$ cat src/rtl/evtimer_pkg.sv
package evtimer_pkg;
    localparam int CNT_W  = 64;
    localparam int WORD   = 32;
    localparam int ADDR_W = 12;

    localparam logic [ADDR_W-1:0] A_ID     = 12'h000;
    localparam logic [ADDR_W-1:0] A_GCFG   = 12'h010;
    localparam logic [ADDR_W-1:0] A_STAT   = 12'h020;
    localparam logic [ADDR_W-1:0] A_CNT_LO = 12'h0F0;
    localparam logic [ADDR_W-1:0] A_CNT_HI = 12'h0F4;

    localparam logic [4:0] O_CFG    = 5'h00;
    localparam logic [4:0] O_CMP_LO = 5'h08;
    localparam logic [4:0] O_CMP_HI = 5'h0C;
    localparam logic [4:0] O_RT_D   = 5'h10;
    localparam logic [4:0] O_RT_A   = 5'h14;

    localparam int B_LVL  = 1;
    localparam int B_EN   = 2;
    localparam int B_PER  = 3;
    localparam int B_PCAP = 4;
    localparam int B_SETV = 6;
    localparam int B_M32  = 8;
    localparam int B_MSG  = 14;
    localparam int B_MCAP = 15;

    typedef struct packed {
        logic lvl;
        logic en;
        logic per;
        logic m32;
        logic msg;
    } ch_cfg_t;

    typedef enum logic [1:0] {SV_OFF, SV_CMP, SV_PER} sv_e;

    function automatic logic [WORD-1:0] cfg_word(ch_cfg_t c, logic pcap, logic mcap);
        logic [WORD-1:0] w;
        w = '0;
        w[B_LVL]  = c.lvl;
        w[B_EN]   = c.en;
        w[B_PER]  = c.per;
        w[B_PCAP] = pcap;
        w[B_M32]  = c.m32;
        w[B_MSG]  = c.msg;
        w[B_MCAP] = mcap;
        return w;
    endfunction
endpackage

$ cat src/rtl/evtimer_counter.sv
module evtimer_counter
    import evtimer_pkg::*;
(
    input  logic             clk,
    input  logic             rst,
    input  logic             run,
    input  logic             wr_lo,
    input  logic             wr_hi,
    input  logic [WORD-1:0]  wdata,
    output logic [CNT_W-1:0] cnt_q
);
    always_ff @(posedge clk) begin
        if (rst) begin
            cnt_q <= '0;
        end else if (run) begin
            cnt_q <= cnt_q + CNT_W'(1);
        end else begin
            if (wr_lo) cnt_q[WORD-1:0]     <= wdata;
            if (wr_hi) cnt_q[CNT_W-1:WORD] <= wdata;
        end
    end

    // a stopped counter with no write holds its value
    p_cnt_frozen_r2: assert property (@(posedge clk) disable iff (rst)
        (!run && !wr_lo && !wr_hi) |=> $stable(cnt_q));

    // a running counter steps by one
    p_cnt_step_r3: assert property (@(posedge clk) disable iff (rst)
        run |=> (cnt_q == $past(cnt_q) + CNT_W'(1)));
endmodule

$ cat src/rtl/evtimer_chan.sv
module evtimer_chan
    import evtimer_pkg::*;
#(
    parameter bit PER_OK = 1'b1,
    parameter bit MSG_OK = 1'b1
)(
    input  logic             clk,
    input  logic             rst,
    input  logic             run,
    input  logic [CNT_W-1:0] cnt,
    input  logic             cfg_we,
    input  logic             cmp_lo_we,
    input  logic             cmp_hi_we,
    input  logic             rt_d_we,
    input  logic             rt_a_we,
    input  logic [WORD-1:0]  wdata,
    output ch_cfg_t          cfg_q,
    output logic [CNT_W-1:0] cmp_q,
    output logic [WORD-1:0]  rt_data_q,
    output logic [WORD-1:0]  rt_addr_q,
    output logic             hit
);
    logic [WORD-1:0] period_q;
    sv_e             sv_q;
    logic            match;

    assign match = cfg_q.m32 ? (cnt[WORD-1:0] == cmp_q[WORD-1:0]) : (cnt == cmp_q);
    assign hit   = run & cfg_q.en & match;

    always_ff @(posedge clk) begin
        if (rst) begin
            cfg_q     <= '0;
            cmp_q     <= '0;
            period_q  <= '0;
            sv_q      <= SV_OFF;
            rt_data_q <= '0;
            rt_addr_q <= '0;
        end else begin
            if (cfg_we) begin
                cfg_q.lvl <= wdata[B_LVL];
                cfg_q.en  <= wdata[B_EN];
                cfg_q.per <= PER_OK & wdata[B_PER];
                cfg_q.m32 <= wdata[B_M32];
                cfg_q.msg <= MSG_OK & wdata[B_MSG];
                sv_q      <= (PER_OK && wdata[B_PER] && wdata[B_SETV]) ? SV_CMP : SV_OFF;
            end
            if (cmp_lo_we) begin
                case (sv_q)
                    SV_CMP: begin
                        cmp_q[WORD-1:0] <= wdata;
                        sv_q            <= SV_PER;
                    end
                    SV_PER: begin
                        period_q <= wdata;
                        sv_q     <= SV_OFF;
                    end
                    default: cmp_q[WORD-1:0] <= wdata;
                endcase
            end else if (hit && cfg_q.per) begin
                if (cfg_q.m32) cmp_q[WORD-1:0] <= cmp_q[WORD-1:0] + period_q;
                else           cmp_q <= cmp_q + CNT_W'(period_q);
            end
            if (cmp_hi_we) cmp_q[CNT_W-1:WORD] <= wdata;
            if (rt_d_we)   rt_data_q <= wdata;
            if (rt_a_we)   rt_addr_q <= wdata;
        end
    end

    logic [WORD-1:0] wdata_unused;
    assign wdata_unused = wdata;

    // the comparator only moves on a write or a periodic match
    p_cmp_hold_r5: assert property (@(posedge clk) disable iff (rst)
        (!cmp_lo_we && !cmp_hi_we && !(hit && cfg_q.per)) |=> $stable(cmp_q));
endmodule

$ cat src/rtl/evtimer_msgarb.sv
module evtimer_msgarb #(
    parameter int NCH = 3
)(
    input  logic           clk,
    input  logic           rst,
    input  logic [NCH-1:0] req,
    output logic [NCH-1:0] grant,
    output logic           valid
);
    logic [NCH-1:0] pend_q;

    assign grant = pend_q & (~pend_q + NCH'(1));
    assign valid = |pend_q;

    always_ff @(posedge clk) begin
        if (rst) pend_q <= '0;
        else     pend_q <= (pend_q & ~grant) | req;
    end

    // a served request that is not renewed leaves the queue
    p_served_r11: assert property (@(posedge clk) disable iff (rst)
        ((grant & ~req) != '0) |=> ((pend_q & $past(grant & ~req)) == '0));

    // at most one channel is served per cycle
    p_one_grant_r11: assert property (@(posedge clk) disable iff (rst)
        $onehot0(grant));
endmodule

$ cat src/rtl/evtimer_top.sv
module evtimer_top
    import evtimer_pkg::*;
#(
    parameter int             NCH     = 3,
    parameter logic [NCH-1:0] PER_CAP = 3'b011,
    parameter logic [NCH-1:0] MSG_CAP = 3'b110
)(
    input  logic              clk,
    input  logic              rst,
    input  logic              bus_wr,
    input  logic [ADDR_W-1:0] bus_addr,
    input  logic [WORD-1:0]   bus_wdata,
    output logic [WORD-1:0]   bus_rdata,
    output logic [NCH-1:0]    irq_o,
    output logic              leg_tick_o,
    output logic              leg_rtc_o,
    output logic              msg_valid_o,
    output logic [WORD-1:0]   msg_addr_o,
    output logic [WORD-1:0]   msg_data_o
);
    localparam int SEL_W = 3;

    logic              run_q, leg_q;
    logic [CNT_W-1:0]  cnt;
    logic [NCH-1:0]    status_q, evt_q, clr_mask;
    logic [NCH-1:0]    hit_v, to_msg, lvl_set, edge_set, line_v, grant;
    ch_cfg_t           cfg_a [NCH];
    logic [CNT_W-1:0]  cmp_a [NCH];
    logic [WORD-1:0]   rtd_a [NCH];
    logic [WORD-1:0]   rta_a [NCH];

    logic             ch_region, ch_wr;
    logic [SEL_W-1:0] ch_sel;
    logic [4:0]       ch_off;

    assign ch_region = (bus_addr[11:8] == 4'h1);
    assign ch_sel    = bus_addr[7:5];
    assign ch_off    = bus_addr[4:0];
    assign ch_wr     = bus_wr && ch_region;
    assign clr_mask  = (bus_wr && bus_addr == A_STAT) ? bus_wdata[NCH-1:0] : '0;

    always_ff @(posedge clk) begin
        if (rst) begin
            run_q    <= 1'b0;
            leg_q    <= 1'b0;
            status_q <= '0;
            evt_q    <= '0;
        end else begin
            if (bus_wr && bus_addr == A_GCFG) {leg_q, run_q} <= bus_wdata[1:0];
            status_q <= (status_q & ~clr_mask) | lvl_set;
            evt_q    <= edge_set;
        end
    end

    evtimer_counter u_cnt (
        .clk   (clk),
        .rst   (rst),
        .run   (run_q),
        .wr_lo (bus_wr && bus_addr == A_CNT_LO),
        .wr_hi (bus_wr && bus_addr == A_CNT_HI),
        .wdata (bus_wdata),
        .cnt_q (cnt)
    );

    for (genvar g = 0; g < NCH; g++) begin : g_ch
        localparam bit LEG_SLOT = (g < 2);
        logic sel_me;
        assign sel_me = ch_wr && (ch_sel == SEL_W'(g));

        evtimer_chan #(.PER_OK(PER_CAP[g]), .MSG_OK(MSG_CAP[g])) u_ch (
            .clk       (clk),
            .rst       (rst),
            .run       (run_q),
            .cnt       (cnt),
            .cfg_we    (sel_me && ch_off == O_CFG),
            .cmp_lo_we (sel_me && ch_off == O_CMP_LO),
            .cmp_hi_we (sel_me && ch_off == O_CMP_HI),
            .rt_d_we   (sel_me && ch_off == O_RT_D),
            .rt_a_we   (sel_me && ch_off == O_RT_A),
            .wdata     (bus_wdata),
            .cfg_q     (cfg_a[g]),
            .cmp_q     (cmp_a[g]),
            .rt_data_q (rtd_a[g]),
            .rt_addr_q (rta_a[g]),
            .hit       (hit_v[g])
        );

        assign to_msg[g]   = cfg_a[g].msg & ~(leg_q & LEG_SLOT);
        assign lvl_set[g]  = hit_v[g] &  cfg_a[g].lvl & ~to_msg[g];
        assign edge_set[g] = hit_v[g] & ~cfg_a[g].lvl & ~to_msg[g];
        assign line_v[g]   = evt_q[g] | status_q[g];
        assign irq_o[g]    = line_v[g] & ~(leg_q & LEG_SLOT);
    end

    assign leg_tick_o = leg_q & line_v[0];
    assign leg_rtc_o  = leg_q & line_v[1];

    evtimer_msgarb #(.NCH(NCH)) u_arb (
        .clk   (clk),
        .rst   (rst),
        .req   (hit_v & to_msg),
        .grant (grant),
        .valid (msg_valid_o)
    );

    always_comb begin
        msg_data_o = '0;
        msg_addr_o = '0;
        for (int i = 0; i < NCH; i++) begin
            if (grant[i]) begin
                msg_data_o = rtd_a[i];
                msg_addr_o = rta_a[i];
            end
        end
    end

    always_comb begin
        bus_rdata = '0;
        if (ch_region) begin
            if (int'(ch_sel) < NCH) begin
                case (ch_off)
                    O_CFG:    bus_rdata = cfg_word(cfg_a[ch_sel], PER_CAP[ch_sel], MSG_CAP[ch_sel]);
                    O_CMP_LO: bus_rdata = cmp_a[ch_sel][WORD-1:0];
                    O_CMP_HI: bus_rdata = cmp_a[ch_sel][CNT_W-1:WORD];
                    O_RT_D:   bus_rdata = rtd_a[ch_sel];
                    O_RT_A:   bus_rdata = rta_a[ch_sel];
                    default:  bus_rdata = '0;
                endcase
            end
        end else begin
            case (bus_addr)
                A_ID:     bus_rdata = {19'b0, 5'(NCH - 1), 8'h01};
                A_GCFG:   bus_rdata = {30'b0, leg_q, run_q};
                A_STAT:   bus_rdata = WORD'(status_q);
                A_CNT_LO: bus_rdata = cnt[WORD-1:0];
                A_CNT_HI: bus_rdata = cnt[CNT_W-1:WORD];
                default:  bus_rdata = '0;
            endcase
        end
    end

    // a set status bit survives until it is written with a 1
    p_level_hold_r8: assert property (@(posedge clk) disable iff (rst)
        (|(status_q & ~clr_mask)) |=> (($past(status_q & ~clr_mask) & ~status_q) == '0));

    // a message-routed match turns into a request one cycle later
    p_msg_follow_r10: assert property (@(posedge clk) disable iff (rst)
        ((hit_v & to_msg) != '0) |=> msg_valid_o);
endmodule

$ cat config.mk
export PLATFORM = sky130hd
export DESIGN_NAME = evtimer_top
export DESIGN_NICKNAME = d
export VERILOG_FILES = /design/src/rtl/evtimer_pkg.sv /design/src/rtl/evtimer_counter.sv /design/src/rtl/evtimer_chan.sv /design/src/rtl/evtimer_msgarb.sv /design/src/rtl/evtimer_top.sv
export SDC_FILE = /design/constraint.sdc
export NUM_CORES = 2
export LEC_CHECK = 0
export CORE_MARGIN = 2
export CORE_UTILIZATION = 40
export DETAILED_ROUTE_END_ITERATION = 10
export GPL_TIMING_DRIVEN = 0
export HOLD_SLACK_MARGIN = 0.05
export PLACE_DENSITY = 0.64
export SLEW_MARGIN = 30
export SYNTH_ARGS = -nofsm -noshare
export SYNTH_HDL_FRONTEND = slang
export SYNTH_HIERARCHICAL = 1
export SYNTH_SLANG_ARGS = --single-unit
$ cat constraint.sdc
create_clock -name clk -period 2.7 [get_ports clk]
set_input_delay 0.27 -clock clk [delete_from_list [all_inputs] [get_ports clk]]
set_output_delay 0.27 -clock clk [all_outputs]
set_load 0.005 [all_outputs]
==> run metrics <==
detailed-route DRC error count=0; unrepaired setup endpoints after global routing=yes; highest fanout seen on the critical path=5; internal power consumption=14.2 mW; placeable core region=86300 um2; final standard cell count with taps included and fillers excluded=5987; Final Slew Violations=0; count of different cell masters after synthesis=112; worst min-delay path category=primary input to register; flip-flop and latch count after synthesis=542; total I/O pin count=149; CP startpoint kind=register; GR Util All Layers=40.5%; Initial Util=40.2%; normalized max-slew margin=25.2%; number of enable flip-flop cells after synthesis=0; Syn Nets=4478; Sw Share=25.7%; Die Area=89200 um2; run status=finished, violations left; via count of the routed design=39600; CTS H-tree lvls=3; part of the Yosys area used for sequential elements=31.2%; count of antenna-violating nets left after detailed routing=0; Cells after DPL=5686; maximum resistive drop on vdd=395 uV; hold violation total from the final report=0; Net count, final=4907; post-synthesis instance area=34700 um2; setup total negative slack=-11.64 ns; Reg power frac=41.5%; height of the chip=299 um; leading register cell type out of synthesis=sky130_fd_sc_hd__dfxtp_1; fin util=54.3%; count of mapped cells out of synthesis=4355; weighted congestion at the end of routability-driven global placement=1.10; via count of the first global-routing pass=35400; clock latency on the worst-skew pair=0.65 ns; Final setup viols=124; clock tree from TritonCTS=yes; iteration count of the initial detailed-routing pass=8; share of cells above drive strength 1=26.4%; P_sw=4.90 mW; share of flip-flops with an asynchronous set or reset after synthesis=0%; Fin Hold WS=0.0575 ns; failing checks=setup timing; worst setup path category=register to register; remaining global-route overflow=0; placed wire-length estimate after detailed placement=136000 um; areal power density over the cells=407 nW/um2; Avg Inst Size Synth=7.97 um2; pin count of the biggest net entering global routing=19; 1st-iter DRT viols=6909; share of power burned in the clock network=51.5%; setup slack of the critical path after layout=-0.327 ns; highest clock rate=330 MHz; actual slew at the worst max-slew pin=1.12 ns; critical path data arrival time=3.56 ns; clock root buffer=sky130_fd_sc_hd__clkbuf_16; dpl ws=-1.68 ns; Clock Sinks=542; CTS Buf Count=66; count of input and output buffers=146; worst-case clock skew=0.0303 ns; category of the worst setup path capture point=register; Area growth, synth to finish=35.0%; Period Utilization, post-route=112%; fill count=7776; detailed-route vias per instance=6.62; leakage power=16.6 nW; first-pass GRT wire length=262000 um; Comb pwr share=7.0%; post-layout min period=3.03 ns; row cnt=108; clock transition at the registers of the reported paths=0.06 ns; max cap viols=0; WL/cell=31.8 um; CTS Buffer Depth=3; post-detailed-routing wire length=190000 um; number of synthesis warnings=6; initial antenna violation count=8; Horiz. Die Dim=299 um; Data required, critical path=3.24 ns
## final timing paths
| check | cells past startpoint | start | endpoint | slack [ns] |
|---|---|---|---|---|
| max | 13 | g_ch[0].u_ch/cmp_q[0]$_SDFFE_PP0P_ | g_ch[0].u_ch/cmp_q[46]$_SDFFE_PP0P_ | -0.33 |
| min | 3 | bus_wdata[28] | g_ch[2].u_ch/cmp_q[28]$_SDFFE_PP0P_ | 0.06 |
| max reg2reg | 13 | g_ch[0].u_ch/cmp_q[0]$_SDFFE_PP0P_ | g_ch[0].u_ch/cmp_q[46]$_SDFFE_PP0P_ | -0.33 |
| min reg2reg | 2 | g_ch[0].u_ch/period_q[4]$_SDFFE_PP0P_ | g_ch[0].u_ch/period_q[4]$_SDFFE_PP0P_ | 0.46 |
## Yosys cell counts, types with 62 or more instances
master | instances | share of area (%)
sky130_fd_sc_hd__nand2_1 | 561 | 6.1
sky130_fd_sc_hd__dfxtp_1 | 542 | 31
sky130_fd_sc_hd__nor2_1 | 498 | 5.4
sky130_fd_sc_hd__mux2i_1 | 362 | 10
sky130_fd_sc_hd__a21oi_1 | 293 | 4.2
sky130_fd_sc_hd__clkbuf_1 | 199 | 2.2
sky130_fd_sc_hd__xnor2_1 | 161 | 4.1
sky130_fd_sc_hd__o21ai_0 | 158 | 2.3
sky130_fd_sc_hd__a22oi_1 | 131 | 2.8
sky130_fd_sc_hd__xor2_1 | 114 | 2.9
sky130_fd_sc_hd__nand4_1 | 103 | 1.9
sky130_fd_sc_hd__nand3_1 | 89 | 1.3
sky130_fd_sc_hd__nor4_1 | 79 | 1.4
sky130_fd_sc_hd__ha_1 | 74 | 2.7
sky130_fd_sc_hd__inv_1 | 69 | 0.75
sky130_fd_sc_hd__nor3_1 | 63 | 0.91
sky130_fd_sc_hd__o22ai_1 | 62 | 1.1
## cells in the final DEF, fill, tap and decap left out, types with 99 or more instances in the layout
cell	Yosys	routed
sky130_fd_sc_hd__clkbuf_1	199	111
sky130_fd_sc_hd__a22oi_1	131	119
sky130_fd_sc_hd__a21oi_1	293	252
sky130_fd_sc_hd__mux2i_1	362	335
sky130_fd_sc_hd__xnor2_1	161	158
sky130_fd_sc_hd__buf_4	16	164
sky130_fd_sc_hd__xor2_1	114	108
sky130_fd_sc_hd__nand4_1	103	103
sky130_fd_sc_hd__dfxtp_4	0	99
sky130_fd_sc_hd__nand2_1	561	546
sky130_fd_sc_hd__nor2_1	498	447
sky130_fd_sc_hd__dfxtp_1	542	375
## area by class of cell
| type | instances | area (um2) | share of cell area, % |
|---|---|---|---|
| Clock inverter | 32 | 517 | 1.10 |
| Buffer | 301 | 2110 | 4.50 |
| Clock buffer | 82 | 1810 | 3.86 |
| Antenna cell | 2 | 5.00 | 0.0107 |
| Multi-Input combinational cell | 3427 | 25600 | 54.6 |
| Sequential cell | 542 | 11300 | 24.1 |
| Timing Repair Buffer | 376 | 3800 | 8.11 |
| Tap cell | 1155 | 1450 | 3.08 |
| Inverter | 70 | 274 | 0.584 |
## power groups by stage
stage,combinational [mW],sequential (mW),clock (mW)
floorplan,0.363,8.19,0
finish,1.33,7.92,9.84
global placement,1.00,8.20,0
CTS,1.22,7.94,9.82
detailed placement,1.11,8.20,0
global route,1.31,7.92,10.1
## stage by stage
step                area, um2  power [mW]
floorplan               34800        8.55
detailed placement      38300        9.31
global placement        37700        9.20
CTS                     44600        19.0
global route            46900        19.4
finish                  46900        19.1
## registers in the layout, summed over array words and instances, names as in the netlist
| register | flops |
|---|---|
| status_q | 3 |
| run_q | 1 |
| u_arb/pend_q | 3 |
| leg_q | 1 |
| u_cnt/cnt_q | 64 |
| g_ch.u_ch/cfg_q | 13 |
| g_ch.u_ch/cmp_q | 192 |
| evt_q | 3 |
| g_ch.u_ch/rt_addr_q | 96 |
| g_ch.u_ch/sv_q | 6 |
| g_ch.u_ch/rt_data_q | 96 |
| g_ch.u_ch/period_q | 64 |
## logic make-up after synthesis
family	Yosys count	synth area share [%]
simple gates	1638	22.4
other cells	2	0.0216
flops	542	31.2
xor+xnor	275	6.94
mux	388	11.9
buf+inv	386	4.59
compound gates	1048	20.1
fa+ha+maj	76	2.78
## routing by layer
metal  global-route usage, %  up-vias  routed length (um)
li1                        -    16700                   -
met3                    12.0      763               26100
met1                    54.1    18900               72700
met2                    55.5     3223               74300
met5                       0        -                  91
met4                    28.4       14               17200
## repair_timing
action	CTS	global route
pin swaps	142	185
setup buffers	103	82
cloned	7	9
hold endpoints to repair	1	0
hold buffers	1	0
gates resized for setup	1085	440
endpoints found under the setup margin	511	305
## critical path, cell delays in order (launching register included)
cell                       delay, ns
sky130_fd_sc_hd__dfxtp_4        0.36
sky130_fd_sc_hd__ha_4           0.15
sky130_fd_sc_hd__inv_2          0.04
sky130_fd_sc_hd__fa_2           0.35
sky130_fd_sc_hd__nor2b_4        0.14
sky130_fd_sc_hd__o211ai_1       0.17
sky130_fd_sc_hd__a31oi_4        0.27
sky130_fd_sc_hd__a21o_1         0.21
sky130_fd_sc_hd__a21oi_2        0.10
sky130_fd_sc_hd__o31a_1         0.32
sky130_fd_sc_hd__buf_6          0.16
sky130_fd_sc_hd__nand3b_1       0.18
sky130_fd_sc_hd__xor2_1         0.17
sky130_fd_sc_hd__a211oi_2       0.32
Note: power is estimated with default switching activity, not from simulation.
